<file path="src/rtl/cnt24_pkg.sv">
package cnt24_pkg;

    typedef enum logic {
        ST_RUN  = 1'b0,
        ST_HALT = 1'b1
    } run_state_e;

    typedef enum logic [1:0] {
        AR_BIN   = 2'd0,
        AR_BCD   = 2'd1,
        AR_CLOCK = 2'd2
    } arith_e;

    // control word bit positions
    localparam int CFG_BCD   = 0;
    localparam int CFG_NOREC = 1;
    localparam int CFG_DIVN  = 2;
    localparam int CFG_CLOCK = 3;

    localparam logic [1:0] MAP_INV    = 2'b00;
    localparam logic [1:0] MAP_DIRECT = 2'b01;
    localparam logic [1:0] MAP_CMP    = 2'b11;

    // highest digit value before a digit carries, clock format
    function automatic logic [3:0] clock_digit_limit(input int pos);
        if (pos == 1 || pos == 3)
            return 4'd5;
        else if (pos == 5)
            return 4'd2;
        else
            return 4'd9;
    endfunction

    // digit value of the clock-format maximum (23:59:59)
    function automatic logic [3:0] clock_digit_max(input int pos);
        if (pos == 4)
            return 4'd3;
        return clock_digit_limit(pos);
    endfunction

endpackage

</file>
<file path="src/rtl/cnt24_arith.sv">
module cnt24_arith
    import cnt24_pkg::*;
#(
    parameter int W = 24
) (
    input  logic [W-1:0] val,
    input  arith_e       mode,
    output logic [W-1:0] inc_val,
    output logic [W-1:0] dec_val,
    output logic [W-1:0] max_val,
    output logic         at_max,
    output logic         at_zero
);

    localparam int ND = W / 4;

    logic [ND-1:0] cy_ch;
    logic [ND-1:0] bw_ch;
    logic [W-1:0]  dinc;
    logic [W-1:0]  ddec;
    logic [W-1:0]  dmax;

    assign cy_ch[0] = 1'b1;
    assign bw_ch[0] = 1'b1;

    for (genvar g = 0; g < ND; g++) begin : g_digit
        logic [3:0] d;
        logic [3:0] lim;
        logic [3:0] top;

        assign d   = val[4*g +: 4];
        assign lim = (mode == AR_CLOCK) ? clock_digit_limit(g) : 4'd9;
        assign top = (mode == AR_CLOCK) ? clock_digit_max(g)   : 4'd9;

        assign dinc[4*g +: 4] = !cy_ch[g] ? d : ((d >= lim) ? 4'd0 : d + 4'd1);
        assign ddec[4*g +: 4] = !bw_ch[g] ? d : ((d == 4'd0) ? lim : d - 4'd1);
        assign dmax[4*g +: 4] = top;

        if (g < ND - 1) begin : g_link
            assign cy_ch[g+1] = cy_ch[g] & (d >= lim);
            assign bw_ch[g+1] = bw_ch[g] & (d == 4'd0);
        end
    end

    always_comb begin
        if (mode == AR_BIN) begin
            inc_val = val + 1'b1;
            dec_val = val - 1'b1;
            max_val = '1;
        end else begin
            inc_val = dinc;
            dec_val = ddec;
            max_val = dmax;
        end
        at_max  = (val == max_val);
        at_zero = (val == '0);
    end

endmodule

</file>
<file path="src/rtl/cnt24_outmap.sv">
module cnt24_outmap
    import cnt24_pkg::*;
(
    input  logic [1:0] map_sel,
    input  logic       carry_p,
    input  logic       borrow_p,
    input  logic       cmp_eq,
    input  logic       cmp_tgl,
    output logic       pin_cy,
    output logic       pin_bw
);

    always_comb begin
        unique case (map_sel)
            MAP_INV: begin
                pin_cy = ~carry_p;
                pin_bw = ~borrow_p;
            end
            MAP_CMP: begin
                pin_cy = ~cmp_eq;
                pin_bw = cmp_tgl;
            end
            default: begin
                pin_cy = carry_p;
                pin_bw = borrow_p;
            end
        endcase
    end

endmodule

</file>
<file path="src/rtl/cnt24_core.sv">
module cnt24_core
    import cnt24_pkg::*;
#(
    parameter int W = 24
) (
    input  logic         clk,
    input  logic         rst_n,
    input  logic [5:0]   cfg,
    input  logic [W-1:0] preset,
    input  logic         cnt_up,
    input  logic         cnt_dn,
    input  logic         load_pre,
    input  logic         clear_cnt,
    output logic [W-1:0] count,
    output logic         sign,
    output logic         cy_pin,
    output logic         bw_pin,
    output logic         cy_tgl,
    output logic         bw_tgl
);

    run_state_e   st_q, st_nx;
    arith_e       ar_mode;

    logic [W-1:0] count_q, cnt_nx;
    logic [W-1:0] inc_val, dec_val, max_val;
    logic         at_max, at_zero;
    logic         sign_q, carry_q, borrow_q;
    logic         cy_tgl_q, bw_tgl_q;
    logic         eq_prev_q, cmp_tgl_q, cmp_eq;
    logic         step_up, step_dn, divn, norec;
    logic         ev_carry, ev_borrow;

    // mode decode: clock format overrides the BCD bit
    always_comb begin
        if (cfg[CFG_CLOCK])
            ar_mode = AR_CLOCK;
        else if (cfg[CFG_BCD])
            ar_mode = AR_BCD;
        else
            ar_mode = AR_BIN;
    end

    assign divn    = cfg[CFG_DIVN];
    assign norec   = cfg[CFG_NOREC] & ~divn;
    assign step_up = cnt_up & ~cnt_dn;
    assign step_dn = cnt_dn & ~cnt_up;
    assign cmp_eq  = (count_q == preset);

    cnt24_arith #(.W(W)) u_arith (
        .val     (count_q),
        .mode    (ar_mode),
        .inc_val (inc_val),
        .dec_val (dec_val),
        .max_val (max_val),
        .at_max  (at_max),
        .at_zero (at_zero)
    );

    // next count and wrap events; clear beats load beats counting
    always_comb begin
        cnt_nx    = count_q;
        ev_carry  = 1'b0;
        ev_borrow = 1'b0;
        if (clear_cnt) begin
            cnt_nx = '0;
        end else if (load_pre) begin
            cnt_nx = preset;
        end else if (st_q == ST_RUN && step_up) begin
            if (at_max) begin
                cnt_nx   = '0;
                ev_carry = 1'b1;
            end else begin
                cnt_nx = inc_val;
            end
        end else if (st_q == ST_RUN && step_dn) begin
            if (at_zero) begin
                cnt_nx    = divn ? preset : max_val;
                ev_borrow = 1'b1;
            end else begin
                cnt_nx = dec_val;
            end
        end
    end

    // run/halt transitions
    always_comb begin
        st_nx = st_q;
        unique case (st_q)
            ST_RUN:  if ((ev_carry || ev_borrow) && norec) st_nx = ST_HALT;
            ST_HALT: if (clear_cnt || load_pre)            st_nx = ST_RUN;
        endcase
    end

    always_ff @(posedge clk or negedge rst_n) begin
        if (!rst_n)
            st_q <= ST_RUN;
        else
            st_q <= st_nx;
    end

    always_ff @(posedge clk or negedge rst_n) begin
        if (!rst_n) begin
            count_q   <= '0;
            sign_q    <= 1'b1;
            carry_q   <= 1'b0;
            borrow_q  <= 1'b0;
            cy_tgl_q  <= 1'b0;
            bw_tgl_q  <= 1'b0;
            eq_prev_q <= 1'b0;
            cmp_tgl_q <= 1'b0;
        end else begin
            count_q   <= cnt_nx;
            carry_q   <= ev_carry;
            borrow_q  <= ev_borrow;
            eq_prev_q <= cmp_eq;
            if (clear_cnt || ev_carry)
                sign_q <= 1'b1;
            else if (ev_borrow)
                sign_q <= 1'b0;
            if (ev_carry)
                cy_tgl_q <= ~cy_tgl_q;
            if (ev_borrow)
                bw_tgl_q <= ~bw_tgl_q;
            if (cmp_eq && !eq_prev_q)
                cmp_tgl_q <= ~cmp_tgl_q;
        end
    end

    cnt24_outmap u_outmap (
        .map_sel  (cfg[5:4]),
        .carry_p  (carry_q),
        .borrow_p (borrow_q),
        .cmp_eq   (cmp_eq),
        .cmp_tgl  (cmp_tgl_q),
        .pin_cy   (cy_pin),
        .pin_bw   (bw_pin)
    );

    assign count  = count_q;
    assign sign   = sign_q;
    assign cy_tgl = cy_tgl_q;
    assign bw_tgl = bw_tgl_q;

endmodule

</file>
<file path="config.mk">
export PLATFORM = sky130hd
export DESIGN_NAME = cnt24_core
export DESIGN_NICKNAME = d
export VERILOG_FILES = /design/src/rtl/cnt24_pkg.sv /design/src/rtl/cnt24_arith.sv /design/src/rtl/cnt24_outmap.sv /design/src/rtl/cnt24_core.sv
export SDC_FILE = /design/constraint.sdc
export NUM_CORES = 1
export LEC_CHECK = 0
export BUFFER_PORTS_ARGS = -buffer_cell sky130_fd_sc_hd__buf_2
export CAP_MARGIN = 0
export CORE_MARGIN = 1
export CORE_UTILIZATION = 25
export DETAILED_ROUTE_END_ITERATION = 16
export HOLD_SLACK_MARGIN = 0.06
export PLACE_DENSITY_LB_ADDON = 0.3
export SYNTH_ARGS = -nofsm -noshare
export SYNTH_HDL_FRONTEND = slang
export SYNTH_SLANG_ARGS = --single-unit
</file>
<file path="constraint.sdc">
create_clock -name clk -period 5.8 [get_ports clk]
set_input_delay 0.87 -clock clk [delete_from_list [all_inputs] [get_ports clk]]
set_output_delay 0.87 -clock clk [all_outputs]
set_load 0.005 [all_outputs]
</file>
==> key figures, run 1 <==
Drt
  • Pre-antenna DRT Iters: 5
  • Total Wirelength: roughly 20 mm
  • Drt wl/cell: around 21 um
  • Via Count: 5390
  • Post-route antenna net violation count: 0
  • DRC violations left: 0
  • DR iter-0 viols: roughly 600
  • Vias per cell: between 5 and 6

Power
  • Psw: 606 uW
  • Leakage: 0.00215 uW
  • Comb power frac: between 40% and 50%
  • Power density cells: between 200 and 250 nW/um^2
  • Sequential power share: 27.0%
  • Switching Share: about 46%
  • VDD IR-drop max: between 0.1 and 0.15 mV
  • Clock network fraction of total power: 24.5%
  • Int Pwr: about 720 uW

Global route
  • GRT Total Usage: about a fifth
  • Number of global-route vias before repair: 5167
  • Initial antenna violation count: 1
  • Global-route wire length before repair: 30.9 mm
  • GR Overflow Total: 0
  • Largest net degree at the start of global routing: 51

Timing
  • Slew Limit Fails: 0
  • RSZ-0062 raised after global routing: false
  • Post-route setup TNS: 0 ps
  • Relative slew margins: 33.9%
  • Final setup viols: 0
  • Final Skew: 6.55 ps
  • Fmax: ~250 MHz
  • Final Cycle Share: 69.3%
  • Slack of the critical path: 1780 ps
  • Fin Hold WS: 469 ps
  • Final min period: between 4000 and 5000 ps
  • Transition time of the tightest slew-check pin: 987 ps
  • Final hold vios: 0

Clock tree
  • Root Driver: clkbuf_16
  • Clock Tree Buf Depth: 2
  • Post-CTS Setup Bufs: 0
  • CTS tree: done
  • Clk sink count: 32
  • Cts bufs inserted: 5
  • Clock-pin transition on the worst setup and hold timing paths: 60 ps
  • # resized after CTS: 0
  • # hold bufs at CTS: 0
  • Clk_lat worst skew: between 200 and 300 ps
  • CTS H-tree depth: 2

Floorplan
  • Rows: 50
  • Die width: 141 um
  • Initial core utilization: about a quarter
  • Num ports: between 60 and 70
  • Core area: 18800 um^2
  • Die area: around 20000 um^2
  • Chip Height: 141 um

Yosys
  • Post-synth EDFFs: 0
  • Post-Syn Instances: 658
  • Netlist Area Pre-Place: 4840 um^2
  • Net Count, Synth: 724
  • Cell variety after synth: 77
  • Yosys warns: 0
  • #FFs+latches synth: 32
  • Sequential area share after synthesis: approximately 17%
  • Most used DFF post-synth: dfrtp_1
  • FFs w/ async S/R, synth: 100%
  • Syn avg cell area: roughly 7.4 um^2

Worst setup path
  • Worst setup SP type: input pin
  • Crit end category: register
  • Reg2Reg Launch Point: count[4]$_DFFE_PN0P_
  • Crit path from: cfg[3]
  • Critical path type: in -> reg
  • Worst Path Arrival: 4190 ps
  • WP data required: ~6000 ps
  • Crit-path max FO: 20

Place
  • RD Place Congestion: a little over 0.9
  • HPWL after detailed placement: ~15 mm
  • Post-placement cell area: 5280 um^2
  • Port bufs: 64
  • Inst Count DP: 931
  • Post-Place Worst Slack: 1590 ps

Cells and area
  • Area occupied by multi-input gates: 3650 um^2
  • Area Overhead vs Synth: 12.3%
  • ANT cells: 0
  • Nets: 744
  • # fillers: 2089
  • Cell area after layout: approximately 5400 um^2
  • Post-Layout Cell Count: ~940
  • Reg area: roughly 800 um^2
  • Layout cells sized above 1: 16.1%

Min path
  • Hold Crit Start: cy_tgl$_DFFE_PN0P_
  • Type of the worst min-delay path: reg -> reg

Run status
  • Status: complete, no violations

Job
  • Number of max-cap violations: 0
-- synth_stat cells (4+ instances only) --
cell / instances / share of area [%]
o31ai_1: 8 / 1.2
and3_1: 6 / 0.77
nand4_1: 14 / 1.8
or3b_2: 5 / 0.90
a32o_1: 6 / 1.2
o22ai_1: 8 / 1.0
a311oi_1: 4 / 0.72
or3_1: 5 / 0.65
nor3b_1: 5 / 0.77
a31oi_1: 11 / 1.4
inv_1: 33 / 2.6
or4_1: 4 / 0.62
ha_1: 30 / 7.7
nand2_1: 42 / 3.3
nor4_1: 8 / 1.0
nor2_1: 48 / 3.7
o221ai_1: 4 / 0.72
a211oi_1: 13 / 2.0
nor3_1: 20 / 2.1
buf_6: 5 / 1.2
o211ai_1: 18 / 2.8
xor2_1: 12 / 2.2
o21a_1: 6 / 0.93
buf_2: 9 / 0.93
dfrtp_1: 31 / 16
clkbuf_1: 40 / 3.1
a211o_1: 9 / 1.6
xnor2_1: 37 / 6.7
o21ai_0: 52 / 5.4
nand2b_1: 10 / 1.3
a21oi_1: 41 / 4.2
mux2_2: 4 / 0.93
nand3_1: 26 / 2.7
mux2i_1: 4 / 0.83
and2_1: 4 / 0.52
-- metrics by stage --
| stage | power (uW) | utilization (%) |
|---|---|---|
| after detailed placement | 986 | 28.0 |
| after CTS | 1310 | 28.9 |
| after global routing | 1410 | 28.9 |
| final | 1320 | 28.9 |
| after floorplan | 792 | - |
| after global placement | 991 | 28.0 |
-- cell families (layout without fill, tap and decap cells) --
kind of cell               count (synthesis)  count (layout)  share of synthesized area, %
AOI/OAI and AO/OA                        228             228                          32.4
xor gates and xnor gates                  49              49                          8.86
adders and majority gates                 30              30                          7.75
buffers and inverters                     91             112                          8.06
DFF                                       32              32                          16.6
muxes                                      8               8                          1.76
and+or+nand+nor                          220             220                          24.7
-- layout by cell type, fill, tap and decap left out, types with 10 or more instances in the layout --
master / instances
nand3_1: 26
buf_2: 64
o21ai_0: 52
ha_1: 30
nand2b_1: 10
a21oi_1: 41
nor2_1: 47
nand2_1: 42
inv_1: 33
a211oi_1: 13
xor2_1: 12
o211ai_1: 18
dfrtp_1: 31
nor3_1: 20
nand4_1: 14
xnor2_1: 37
a31oi_1: 11
-- final cells by class --
type                    count  area share [%]
multi-input cells         535            67.1
clock inverters             3           0.782
flip-flops and latches     32            14.7
clock buffers               5            2.30
well taps                 260            5.98
inverters                  34            2.34
repair buffers             70            6.71
-- flip-flops by register name, indices dropped and copies added, names as in the netlist --
name / flops
count: 24
borrow_q: 1
bw_tgl: 1
carry_q: 1
cmp_tgl_q: 1
cy_tgl: 1
eq_prev_q: 1
sign: 1
st_q: 1
-- power by group through the flow --
stage	clock network [uW]	logic [uW]	registers, uW
after floorplan	0	514	278
after global placement	0	633	358
after detailed placement	0	627	358
after CTS	329	631	354
after global routing	338	706	365
final	324	640	357
-- worst max-delay path: stages --
cell,delay (ps)
buf_2,320
inv_1,260
ha_1,360
nand4_1,100
nor4_1,290
o2111ai_1,340
nand2_1,800
a21oi_1,270
a211o_1,330
a32o_1,240
-- final timing paths --
kind	end	slack, ps	cells past startpoint
worst max-delay path	count[3]$_DFFE_PN0P_	1780	10
worst min-delay path	cy_tgl$_DFFE_PN0P_	470	1
worst max register to register	count[15]$_DFFE_PN0P_	1810	8
worst min register to register	cy_tgl$_DFFE_PN0P_	470	1
max in group asynchronous	count[18]$_DFFE_PN0P_	4570	1
min in group asynchronous	count[6]$_DFFE_PN0P_	690	1
-- layer usage --
metal / vias up / share of wire, % / GRT usage (%) / wire length, um
li1: 2501 / - / - / -
met1: 2554 / 46 / 29.4 / 9140
met2: 292 / 42 / 29.7 / 8500
met3: 41 / 8.8 / 3.94 / 1770
met4: 2 / 2.9 / 7.49 / 586
met5: - / 0.065 / 0 / 13
Note: power is estimated with default switching activity, not from simulation.
==> inputs of run 2 (changes only) <==
--- a/config.mk
+++ b/config.mk
@@ -5,6 +5,7 @@
 export SDC_FILE = /design/constraint.sdc
 export NUM_CORES = 1
 export LEC_CHECK = 0
+export ABC_AREA = 1
 export BUFFER_PORTS_ARGS = -buffer_cell sky130_fd_sc_hd__buf_2
 export CAP_MARGIN = 0
 export CORE_MARGIN = 1
==> constraint.sdc (replaced) <==
create_clock -name clk -period 3.95 [get_ports clk]
set_input_delay 0.5925 -clock clk [delete_from_list [all_inputs] [get_ports clk]]
set_output_delay 0.5925 -clock clk [all_outputs]
set_load 0.005 [all_outputs]
==> run 2 against run 1 <==
Global-route usage up 0.12 points. Critical endpoint is now count[18]$_DFFE_PN0P_. Routed wire length up 11%. Via count up 21%. Count of clock-buffer cells in the layout unchanged.
==> key figures, run 2 <==
Power
  • Leakage: 0.00308 uW (+43%)
  • Power density cells: 337 nW/um^2 (+39%)
  • VDD IR-drop max: 0.155 mV (+37%)

Worst setup path
  • Crit-path max FO: 18 (-10%)
  • Worst Path Arrival: 3130 ps (-1060 ps)
  • Crit end category: register
  • Critical path type: reg -> reg
  • Worst setup SP type: register
  • Worst R2R Setup Slack: 1010 ps (-800 ps)
  • WP data required: 4140 ps (-1840 ps)

Clock tree
  • CTS tree: done
  • CTS H-tree depth: 2 (unchanged)
  • Cts bufs inserted: 5 (unchanged)
  • Clk sink count: 32 (unchanged)
  • Root Driver: clkbuf_16
  • Post-CTS Setup Bufs: 0 (unchanged)
  • # hold bufs at CTS: 0 (unchanged)
  • # resized after CTS: 0 (unchanged)
  • Clock-pin transition on the worst setup and hold timing paths: 60 ps (about the same)
  • Clock Tree Buf Depth: 2 (unchanged)
  • Clk_lat worst skew: 300 ps (about the same)

Yosys
  • Cell variety after synth: 42 (-45%)
  • Share of the synthesized area in the top cell type: 19.9% (+3.9 points)
  • Post-Syn Instances: 968 (+47%)
  • Count leader, synth: nand2_1
  • #FFs+latches synth: 32 (unchanged)
  • FFs w/ async S/R, synth: 100% (unchanged)
  • Dominant cell type by area after synthesis: nand2_1
  • Netlist Area Pre-Place: 5390 um^2 (+11%)
  • Yosys warns: 0 (unchanged)
  • Post-synth EDFFs: 0 (unchanged)
  • Net Count, Synth: 1034 (+43%)
  • Sequential area share after synthesis: 14.9% (-1.7 points)
  • Most used DFF post-synth: dfrtp_1
  • Syn avg cell area: 5.56 um^2 (-24%)
  • Largest cells by area after synthesis: nand2_1 (20%), dfrtp_1 (14%), nor2_1 (11%)
  • Most frequent cells after synthesis: nand2_1 (286), nor2_1 (152), nand3_1 (90)

Floorplan
  • Initial core utilization: 25.5% (-0.19 points)
  • Die area: 22100 um^2 (+11%)
  • Die width: 149 um (+5.4%)
  • Chip Height: 149 um (+5.4%)
  • Rows: 53 (+6.0%)
  • Core area: 21100 um^2 (+12%)
  • Num ports: 65 (unchanged)

Drt
  • Vias per cell: 5.05 (-12%)
  • Pre-antenna DRT Iters: 7 (+2)
  • DRC violations left: 0 (unchanged)
  • Drt wl/cell: 17.3 um (-19%)
  • Post-route antenna net violation count: 0 (unchanged)
  • Via Count: 6516 (+21%)
  • Total Wirelength: 22.3 mm (+11%)
  • DR iter-0 viols: 659 (+10%)

Cells and area
  • Final core occ: 29.0% (+0.13 points)
  • Cell area after layout: 6120 um^2 (+12%)
  • Commonest cells after routing, fill and taps aside: nand2_1 (286), nor2_1 (151), nand3_1 (90)
  • Nets: 1081 (+45%)
  • Largest register FFs: 24 (unchanged)
  • ANT cells: 0 (unchanged)
  • Post-Layout Cell Count: 1291 (+37%)
  • # fillers: 2487 (+19%)
  • Layout cells sized above 1: 13.3% (-2.8 points)
  • Commonest non-fill, non-tap cell in the layout: nand2_1
  • Area Overhead vs Synth: 13.7%

Job
  • Number of max-cap violations: 0 (unchanged)

Global route
  • Largest net degree at the start of global routing: 36 (-29%)
  • Number of global-route vias before repair: 5987 (+16%)
  • GR Overflow Total: 0 (unchanged)
  • Global-route wire length before repair: 34.7 mm (+12%)
  • Initial antenna violation count: 0 (-1)
  • GRT Total Usage: 20.5% (+0.12 points)

Place
  • Port bufs: 64 (unchanged)
  • Post-placement cell area: 5950 um^2 (+13%)
  • RD Place Congestion: 0.966 (+5.2%)
  • Inst Count DP: 1283 (+38%)
  • Post-Place Worst Slack: 796 ps (-790 ps)
  • HPWL after detailed placement: 17.2 mm (+18%)

Timing
  • Slew Limit Fails: 0 (unchanged)
  • Final Skew: 9.24 ps (+2.70 ps)
  • Post-route setup TNS: 0 ps (unchanged)
  • Fmax: about 340 MHz
  • Slack of the critical path: 1010 ps (-775 ps)
  • Final setup viols: 0 (unchanged)
  • Relative slew margins: 44.7% (+11 points)
  • Final Cycle Share: around 74%
  • Transition time of the tightest slew-check pin: 830 ps (-157 ps)
  • Final min period: between 2000 and 3000 ps
  • RSZ-0062 raised after global routing: false
  • Final hold vios: 0 (unchanged)

Run status
  • Status: complete, no violations

Min path
  • Type of the worst min-delay path: in -> async
-- run 2: report_power, final --
group,switching [uW],internal (uW)
clock network,176,297
registers,99.4,363
logic,744,384
-- run 2: cell families after synthesis --
logic type               synth area share (%)
buffers and inverters                    10.6
multiplexers                            0.186
AO/OA/AOI/OAI                            13.4
AND/OR/NAND/NOR                          48.3
flip-flops                               14.9
XOR/XNOR                                 5.69
adder cells (fa/ha/maj)                  6.97
-- run 2: metrics by stage --
step	hold WS (ps)	power, uW
after CTS	441	2060
after global routing	478	2240
after detailed placement	455	1580
after global placement	460	1580
after floorplan	297	1230
final	391	2060
-- run 2: worst paths after layout --
kind	startpoint	to	depth (start not counted)
max	count[20]$_DFFE_PN0P_	count[18]$_DFFE_PN0P_	13
max reg2reg	count[20]$_DFFE_PN0P_	count[18]$_DFFE_PN0P_	13
max in group asynchronous	rst_n	count[16]$_DFFE_PN0P_	1
min	rst_n	count[8]$_DFFE_PN0P_	1
min reg2reg	cy_tgl$_DFFE_PN0P_	cy_tgl$_DFFE_PN0P_	1
min in group clk	cy_tgl$_DFFE_PN0P_	cy_tgl$_DFFE_PN0P_	1
-- run 2: metal layers --
| metal | part of all wire (%) | up-vias | global-route usage [%] |
|---|---|---|---|
| met2 | 45 | 276 | 33.2 |
| met5 | 0 | - | 0 |
| met3 | 7.3 | 48 | 3.52 |
| met4 | 3.1 | 0 | 6.58 |
| met1 | 45 | 2976 | 27.5 |
| li1 | - | 3216 | - |
-- run 2: final cells by class --
cell class / instances / area [um^2] / area share, %
Multi-Input combinational cell: 800 / 4020 / 65.6
Sequential cell: 32 / 802 / 13.1
Timing Repair Buffer: 77 / 418 / 6.83
Inverter: 99 / 374 / 6.11
Tap cell: 275 / 344 / 5.62
Clock buffer: 5 / 125 / 2.04
Clock inverter: 3 / 42.5 / 0.695
-- run 2: worst max-delay path: stages (launching register included) --
cell and delay (ps):
dfrtp_1 510, inv_1 310, ha_1 280, nand2_1 100, nor2_1 350, inv_2 110
nor2_4 190, inv_2 210, o21ai_1 450, nor2_1 80, nand2_1 80, nand2_1 50
nand2_1 60, nand2_1 40
